**config.mk**
```make
export PLATFORM = sky130hd
export DESIGN_NAME = lockrst_seq
export DESIGN_NICKNAME = d
export VERILOG_FILES = /design/src/rtl/lrs_pkg.sv /design/src/rtl/lrs_sync.sv /design/src/rtl/lrs_holdcnt.sv /design/src/rtl/lockrst_seq.sv
export SDC_FILE = /design/constraint.sdc
export NUM_CORES = 1
export LEC_CHECK = 0
export ABC_AREA = 1
export BUFFER_PORTS_ARGS = -buffer_cell sky130_fd_sc_hd__buf_2
export CAP_MARGIN = 20
export CORE_AREA = 2 2 39 41
export CTS_BUF_LIST = sky130_fd_sc_hd__clkbuf_4 sky130_fd_sc_hd__clkbuf_8 sky130_fd_sc_hd__clkbuf_16
export DETAILED_ROUTE_END_ITERATION = 8
export DIE_AREA = 0 0 41 43
export PLACE_DENSITY = 0.86
export RECOVER_POWER = 50
export SYNTH_ARGS = -nofsm -noshare
export SYNTH_HDL_FRONTEND = slang
export SYNTH_HIERARCHICAL = 1
export SYNTH_SLANG_ARGS = --single-unit
```
**constraint.sdc**
```tcl
create_clock -name clk -period 2.4 [get_ports clk]
set_input_delay 0.12 -clock clk [delete_from_list [all_inputs] [get_ports clk]]
set_output_delay 0.12 -clock clk [all_outputs]
set_load 0.02 [all_outputs]
```
**src/rtl/lrs_pkg.sv**
```systemverilog
package lrs_pkg;
    typedef enum logic [1:0] {
        ST_REQ_HELD   = 2'd0,
        ST_WAIT_LOCK  = 2'd1,
        ST_HOLD_COUNT = 2'd2,
        ST_RELEASED   = 2'd3
    } lrs_state_t;
endpackage

```
**src/rtl/lrs_sync.sv**
```systemverilog
module lrs_sync #(
    parameter int STAGES = 2
) (
    input  logic clk,
    input  logic por_n,
    input  logic d_async,
    output logic q_sync
);
    logic [STAGES-1:0] chain;

    genvar g;
    generate
        for (g = 0; g < STAGES; g++) begin : g_stage
            if (g == 0) begin : g_first
                always_ff @(posedge clk or negedge por_n) begin
                    if (!por_n) chain[0] <= 1'b0;
                    else        chain[0] <= d_async;
                end
            end else begin : g_next
                always_ff @(posedge clk or negedge por_n) begin
                    if (!por_n) chain[g] <= 1'b0;
                    else        chain[g] <= chain[g-1];
                end
            end
        end
    endgenerate

    assign q_sync = chain[STAGES-1];
endmodule

```
**src/rtl/lrs_holdcnt.sv**
```systemverilog
module lrs_holdcnt #(
    parameter int LIMIT = 1024,
    localparam int CW = (LIMIT > 1) ? $clog2(LIMIT) : 1
) (
    input  logic          clk,
    input  logic          por_n,
    input  logic          run,
    output logic [CW-1:0] count,
    output logic          at_last
);
    localparam logic [CW-1:0] LAST = CW'(LIMIT - 1);

    always_ff @(posedge clk or negedge por_n) begin
        if (!por_n)       count <= '0;
        else if (!run)    count <= '0;
        else if (!at_last) count <= count + 1'b1;
    end

    assign at_last = (count == LAST);

    // a stopped counter always restarts from zero
    a_r7_restart_zero: assert property (@(posedge clk) disable iff (!por_n)
        !run |=> (count == '0));
    a_r2_no_overflow: assert property (@(posedge clk) disable iff (!por_n)
        count <= LAST);
endmodule

```
**src/rtl/lockrst_seq.sv**
```systemverilog
module lockrst_seq #(
    parameter int HOLD_CYCLES = 1024,
    parameter int SYNC_STAGES = 2,
    localparam int CW = (HOLD_CYCLES > 1) ? $clog2(HOLD_CYCLES) : 1
) (
    input  logic clk,
    input  logic por_n,
    input  logic req_n,
    input  logic pll_locked,
    output logic pull_low,
    output logic released
);
    import lrs_pkg::*;

    lrs_state_t state, state_nx;
    logic          req_s;
    logic          run;
    logic          at_last;
    logic [CW-1:0] count;

    lrs_sync #(.STAGES(SYNC_STAGES)) u_sync (
        .clk     (clk),
        .por_n   (por_n),
        .d_async (req_n),
        .q_sync  (req_s)
    );

    assign run = (state == ST_HOLD_COUNT) && pll_locked && req_s;

    lrs_holdcnt #(.LIMIT(HOLD_CYCLES)) u_cnt (
        .clk     (clk),
        .por_n   (por_n),
        .run     (run),
        .count   (count),
        .at_last (at_last)
    );

    always_comb begin
        state_nx = state;
        if (!req_s) begin
            state_nx = ST_REQ_HELD;
        end else begin
            unique case (state)
                ST_REQ_HELD:   state_nx = pll_locked ? ST_HOLD_COUNT : ST_WAIT_LOCK;
                ST_WAIT_LOCK:  if (pll_locked) state_nx = ST_HOLD_COUNT;
                ST_HOLD_COUNT: if (!pll_locked) state_nx = ST_WAIT_LOCK;
                               else if (at_last) state_nx = ST_RELEASED;
                ST_RELEASED:   if (!pll_locked) state_nx = ST_WAIT_LOCK;
                default:       state_nx = ST_REQ_HELD;
            endcase
        end
    end

    always_ff @(posedge clk or negedge por_n) begin
        if (!por_n) state <= ST_REQ_HELD;
        else        state <= state_nx;
    end

    always_comb begin
        unique case (state)
            ST_RELEASED: begin pull_low = 1'b0; released = 1'b1; end
            default:     begin pull_low = 1'b1; released = 1'b0; end
        endcase
    end

    a_r1_unlocked_low: assert property (@(posedge clk) disable iff (!por_n)
        (req_s && !pll_locked) |=> pull_low);
    a_r5_request_holds: assert property (@(posedge clk) disable iff (!por_n)
        !req_s |=> pull_low);
    a_r2_full_count: assert property (@(posedge clk) disable iff (!por_n)
        $rose(released) |-> ($past(count) == CW'(HOLD_CYCLES - 1)));
    a_r6_release_needs_lock: assert property (@(posedge clk) disable iff (!por_n)
        $rose(released) |-> $past(pll_locked));
    a_r3_one_of_two: assert property (@(posedge clk) disable iff (!por_n)
        $countones({pull_low, released}) == 1);
endmodule

```
==> results.md, run 1 <==
* Cell count after placement at 121
* Final period util at 0.580
* Hold Path Class: in2reg
* P&R area growth vs syn at 12.9%
* Status: complete, no violations
* Worst EP required at roughly 2.6 ns
* Worst Skew at 0.00295 ns
* N_diodes at 0
* Slew HR at 0.499
* Synthesized Nets at 105
* Syn avg cell area at 7.74 µm²
* Die X at about 40 µm
* Max-Cap Viols at 0
* Io pins at 6
* Synth Register Bits at 14
* Top cell type by total area after synthesis: dfrtp_1
* Drt wl/cell at 11.5 µm
* Starting DRT DRC Count at 20
* CTS clk-pin slew, worst paths at 0.08 ns
* Clk Latency, worst-skew pair at 0.28 ns
* Starting density of the core at 0.560
* Setup crit start kind: register
* Asr flop ratio synth at 1.00
* CP Max Fanout at 4
* Critical Path Sink Type: register
* Pleak at 0.449 nW
* Largest net degree at the start of global routing at 15
* Max Buffers Root-to-Sink at 2
* Via count at 654
* WP data arrival at 1.56 ns
* Worst slack, placed at around 1.0 ns
* Total grt overflow at 0
* Row count at 14
* Min cycle time layout at 1.39 ns
* Final std cells w/o fill at 127
* Synth Cell Area at 774 µm²
* Drt first pass iters at 6
* First-pass GRT wire length at 2470 µm
* Detail Placement HPWL at 1060 µm
* Final WS setup at 1.01 ns
* Reg2Reg Setup Slack at a little over 1 ns
* Most common cell in the synthesized netlist: nand2_1
* Post-route setup TNS at 0 ns
* Setup-failing EPs final at 0
* Core Area at 1380 µm²
* Drt drc at 0
* Avg Vias per Cell at between 5 and 6
* Top FF cell, synth: dfrtp_1
* Count of final hold-check violations at 0
* Post-CTS setup repair buffer count at 0
* Worst-margin pin slew at about 0.75 ns
* Post-synth top area share at 0.452
* Synth Warn # at 6
* Vias in the first global route at between 600 and 700
* Post-synth EDFFs at 0
* Layout cell share with drive strength beyond 1 at 0.171
* Synth area leaders: dfrtp_1, nand2_1, nand3_1, inv_1, nor2_4
* Clk sinks at 14
* Antenna violations before repair at 0
* Setup CP Type: reg2reg
* Final GP Congestion at approximately 0.85
* Max Freq at 0.718 GHz
* GRT Total Usage at 0.209
* Pwr per Cell Area at roughly 500 nW/µm²
* Full die area at 1760 µm²
* Sequential area share after synthesis at 0.452
* CTS tree: yes
* Count of unique library cells instantiated by Yosys at 20
* Remaining antenna violation count after routing at 0
* RSZ-0062 raised after global routing: false
* Final slew viol count at 0
* Inserted Clock Buffers at 3
* I/O Buffers at 5
* Htree depth at 1
* Total wire length at 1460 µm
* Die Height at approximately 43 µm
* Cells after Synth at 100
* Synth cell count leaders: nand2_1, inv_1, dfrtp_1, nand3_1, nor2_1
* VDD IR max at 0.000413 V
* CTS root buffer: clkbuf_4
* Nets at around 120
placed cells by master, fill, tap and decap left out, types with 2 or more instances in the layout:
master,n
o21ai_0,3
nand2_1,28
nor2_1,6
dfrtp_1,14
nand3_1,14
clkbuf_4,3
nor2_4,3
buf_2,4
nand2_2,3
a21oi_1,3
dlygate4sd3_1,2
inv_1,15
final cells by class:
type / count / area, µm²
fill: 114 / 509
inverter: 16 / 60.1
clock buffer: 4 / 36.3
multi-input combinational: 69 / 357
timing repair buffer: 8 / 51.3
sequential: 14 / 350
tap: 16 / 20.0
power by group:
group / leakage (nW) / internal [W] / switching [W]
combinational: 0.240 / 0.00000932 / 0.0000160
sequential: 0.188 / 0.000241 / 0.00000403
clock: 0.0210 / 0.0000923 / 0.0000754
total: 0.449 / 0.000342 / 0.0000954
kinds of logic (layout without fill, tap and decap cells):
logic type / after synthesis / count (layout) / synth area share
compound gates: 8 / 8 / 0.0598
xor+xnor: 2 / 2 / 0.0226
fa+ha+maj: 1 / 1 / 0.0162
buf+inv: 17 / 28 / 0.0872
flops: 14 / 14 / 0.452
simple gates: 58 / 58 / 0.362
through the flow:
| stage | total power, W | area [µm²] | hold WS [ns] | utilization |
|---|---|---|---|---|
| after global routing | 0.000458 | 875 | 0.167 | 0.632 |
| after detailed placement | 0.000273 | 820 | 0.0279 | 0.592 |
| after CTS | 0.000441 | 876 | 0.143 | 0.633 |
| final | 0.000438 | 875 | 0.141 | 0.632 |
| after global placement | 0.000272 | 820 | 0.0298 | 0.592 |
| after floorplan | 0.000261 | 774 | -0.176 | - |
worst paths after layout:
| kind | depth (start not counted) | to | from |
|---|---|---|---|
| worst max-delay path | 7 | state[0]$_DFFE_PN0P_ | u_cnt/count[0]$_DFFE_PN0P_ |
| worst min-delay path | 3 | state[1]$_DFFE_PN0P_ | pll_locked |
| worst max register to register | 7 | state[0]$_DFFE_PN0P_ | u_cnt/count[0]$_DFFE_PN0P_ |
| worst min register to register | 0 | u_sync/q_sync$_DFF_PN0_ | u_sync/chain[0]$_DFF_PN0_ |
| max in group asynchronous | 2 | u_cnt/count[6]$_DFFE_PN0P_ | por_n |
| min in group asynchronous | 2 | u_cnt/count[5]$_DFFE_PN0P_ | por_n |
worst max-delay path, cell delays in order, from the launching register on:
cell     delay, ns
dfrtp_1       0.42
ha_1          0.25
nand2_2       0.13
nor2_4        0.05
nand3_1       0.11
nor2_1        0.05
nor3_1        0.20
a21oi_1       0.06
flip-flops by register name, indices dropped and copies added, names as in the netlist:
register       flops
state              2
u_cnt/count       10
u_sync/chain       1
u_sync/q_sync      1
routing by layer:
layer	vias up	track usage	share of wire
li1	338	-	-
met1	297	0.282	0.47
met2	15	0.297	0.48
met3	4	0.0471	0.039
met4	0	0.120	0.016
met5	-	0	0
timing repair:
item | CTS | global route
gates resized for setup | 0 | 0
hold buffers | 2 | 0
endpoints found under the hold margin | 15 | 0
(Power assumes the default switching activity.)
==> run 2, diff against run 1 <==
--- a/config.mk
+++ b/config.mk
@@ -5,14 +5,14 @@
 export SDC_FILE = /design/constraint.sdc
 export NUM_CORES = 1
 export LEC_CHECK = 0
-export ABC_AREA = 1
+export ABC_AREA = 0
 export BUFFER_PORTS_ARGS = -buffer_cell sky130_fd_sc_hd__buf_2
 export CAP_MARGIN = 20
 export CORE_AREA = 2 2 39 41
 export CTS_BUF_LIST = sky130_fd_sc_hd__clkbuf_4 sky130_fd_sc_hd__clkbuf_8 sky130_fd_sc_hd__clkbuf_16
 export DETAILED_ROUTE_END_ITERATION = 8
 export DIE_AREA = 0 0 41 43
-export PLACE_DENSITY = 0.86
+export PLACE_DENSITY = 0.79
 export RECOVER_POWER = 50
 export SYNTH_ARGS = -nofsm -noshare
 export SYNTH_HDL_FRONTEND = slang
==> constraint.sdc (replaced) <==
create_clock -name clk -period 1.3 [get_ports clk]
set_input_delay 0.065 -clock clk [delete_from_list [all_inputs] [get_ports clk]]
set_output_delay 0.065 -clock clk [all_outputs]
set_load 0.02 [all_outputs]
==> results.md, run 2 <==
* VDD IR max at 0.000677 V
* Max Buffers Root-to-Sink at 2
* Final GP Congestion at between 0.8 and 0.9
* Worst path max stage delay at approximately 0.41 ns
* Setup CP Type: reg2reg
* Synthesized Nets at 70
* Crit path max-delay cell type: dfrtp_1
* Met3 usage at 0.0314
* GRT Max-Usage Layer: met1
* Drt drc at 0
* Commonest non-fill, non-tap cells in the layout: dfrtp_1, buf_4, nand2_1
* CTS root buffer: clkbuf_4
* Sequential power share at 0.563
* Pleak at 0.399 nW
* Worst-margin pin slew at around 0.75 ns
* Synth Cell Area at 694 µm²
* Avg Vias per Cell at 5.72
* Clock Power Share at 0.392
* Critical Path Stages at 4
* Largest net degree at the start of global routing at 15
* Worst Skew at 0.00434 ns
* Combinational share of power at 0.045
* Clk sinks at 14
* N_diodes at 0
* Synth Register Bits at 14
* Remaining antenna violation count after routing at 0
* # fillers at 115
* Critical-path cell list: ha_2 > and2_4 > a31o_1 > and3_1
* Max reg flops at 10
* Starting DRT DRC Count at 25
* Most common cell in the synthesized netlist: dfrtp_1
* Setup crit start kind: register
* Die X at 41 µm
* Final period util at 0.986
* Worst EP required at 1.48 ns
* Total grt overflow at 0
* Delay-heaviest family, CP: flip-flops
* Post-route setup TNS at 0 ns
* RSZ-0062 raised after global routing: true
* Critical Path Sink Type: register
* Max Freq at about 0.78 GHz
* Status: complete, no violations
* Cell count after placement at 86
* Hold_ws at 0.0334 ns
* Biggest regs: u_cnt/count x10, state x2
* I/O Buffers at 5
* Syn avg cell area at 10.7 µm²
* Vias in the first global route at 521
* Final std cells w/o fill at 97
* Io pins at 6
* Antenna violations before repair at 0
* Layout cell share with drive strength beyond 1 at 0.296
* Full die area at 1760 µm²
* Most common cell after layout, fill and taps aside: dfrtp_1
* Hold Path Class: in2reg
* Seq. cell area at 350 µm²
* Nets at 87
* Met1 Usage GRT at 0.311
* Count of final hold-check violations at 0
* Synth area leaders: dfrtp_1, and3_1, buf_6, nand2_1, mux2i_1
* Clk Latency, worst-skew pair at 0.28 ns
* Final WS setup at 0.0183 ns
* CP Max Fanout at 6
* Drt first pass iters at 4
* Final slew viol count at 0
* Count of unique library cells instantiated by Yosys at 28
* GR met2 Demand/Resource at 0.266
* GRT Total Usage at 0.204
* Die Height at 43 µm
* Detail Placement HPWL at 851 µm
* CTS clk-pin slew, worst paths at approximately 0.08 ns
* Row count at 14
* Drt wl/cell at about 14 µm
* Pwr per Cell Area at 940 nW/µm²
* Register with the most flip-flops: u_cnt/count
* Post-synth top area share at 0.505
* Sw Pwr at about 0.00016 W
* Htree depth at 1
* Cells after Synth at 65
* CTS tree: yes
* Via count at 555
* Max-Cap Viols at 0
* Multi-input logic area at 320 µm²
* Core Area at ~1400 µm²
* Power Total at about 0.0008 W
* Worst hold stages at 2
* Post-synth EDFFs at 0
* Starting density of the core at 0.502
* Worst slack, placed at 0.0106 ns
* Top FF cell, synth: dfrtp_1
* WP data arrival at 1.46 ns
* Sw Share at 0.206
* Total wire length at 1370 µm
* Worst-case reg-to-reg path depth at 4
* Min cycle time layout at 1.28 ns
* Slew HR at 0.501
* Top cell type by total area after synthesis: dfrtp_1
* Sequential area share after synthesis at 0.505
* CP Buf/Inv Count at 0
* Synth Warn # at 6
* First-pass GRT wire length at 2390 µm
* Pint at 0.000630 W
* Asr flop ratio synth at 1.00
* Setup-failing EPs final at 0
* Synth cell count leaders: dfrtp_1, nand2_1, and3_1
* Inserted Clock Buffers at 3
* P&R area growth vs syn at 21.6%
## run 2: worst paths after layout
path	from	to	slack, ns
worst max-delay path	u_cnt/count[0]$_DFFE_PN0P_	u_cnt/count[8]$_DFFE_PN0P_	0.02
worst min-delay path	pll_locked	state[1]$_DFFE_PN0P_	0.03
worst max register to register	u_cnt/count[0]$_DFFE_PN0P_	u_cnt/count[8]$_DFFE_PN0P_	0.02
worst min register to register	u_sync/chain[0]$_DFF_PN0_	u_sync/q_sync$_DFF_PN0_	0.36
max in group asynchronous	por_n	u_cnt/count[0]$_DFFE_PN0P_	0.48
min in group asynchronous	por_n	u_cnt/count[9]$_DFFE_PN0P_	0.35
## run 2: area by class of cell
cell class                 count  share of cell area
timing repair buffer          16               0.135
clock buffer                   4              0.0430
tap                           16              0.0237
sequential                    14               0.415
multi-input combinational     46               0.379
inverter                       1             0.00444
## run 2: cell families after synthesis
family | share of synthesized area
AOI/OAI and AO/OA | 0.166
adders and majority gates | 0.0180
buffers and inverters | 0.0486
DFF | 0.505
muxes | 0.0288
and+or+nand+nor | 0.234
## run 2: repair_timing
action | 4_1_cts | 5_1_grt
setup endpoints to repair | 1 | 8
hold buffers | 3 | 0
pin swaps | 0 | 0
resized for setup | 0 | 4
buffers inserted | 3 | 1
endpoints found under the hold margin | 16 | 0
## run 2: power groups by stage
stage | clock network, W | logic [W] | registers, W
global placement | 0 | 0.0000264 | 0.000455
floorplan | 0 | 0.0000116 | 0.000454
CTS | 0.000319 | 0.0000355 | 0.000446
finish | 0.000311 | 0.0000360 | 0.000447
detailed placement | 0 | 0.0000269 | 0.000455
global route | 0.000336 | 0.0000406 | 0.000448
## run 2: layer usage
metal  vias to the layer above  share of wire  wire, µm
met1                       272           0.46       627
li1                        274              -         -
met4                         0          0.016        22
met2                         5           0.51       706
met3                         4          0.013        18
met5                         -              0         0
## run 2: worst reg2reg max path, delay by kind of cell, from the launching register on
kind	cells	cell delay [ns]
DFF	1	0.41
and+or+nand+nor	2	0.35
adders and majority gates	1	0.21
AOI/OAI and AO/OA	1	0.21
## run 2: per-stage QoR
stage / utilization / cell area [µm²]
global placement: 0.536 / 742
detailed placement: 0.536 / 742
finish: 0.610 / 845
global route: 0.610 / 845
CTS: 0.600 / 831
floorplan: - / 697
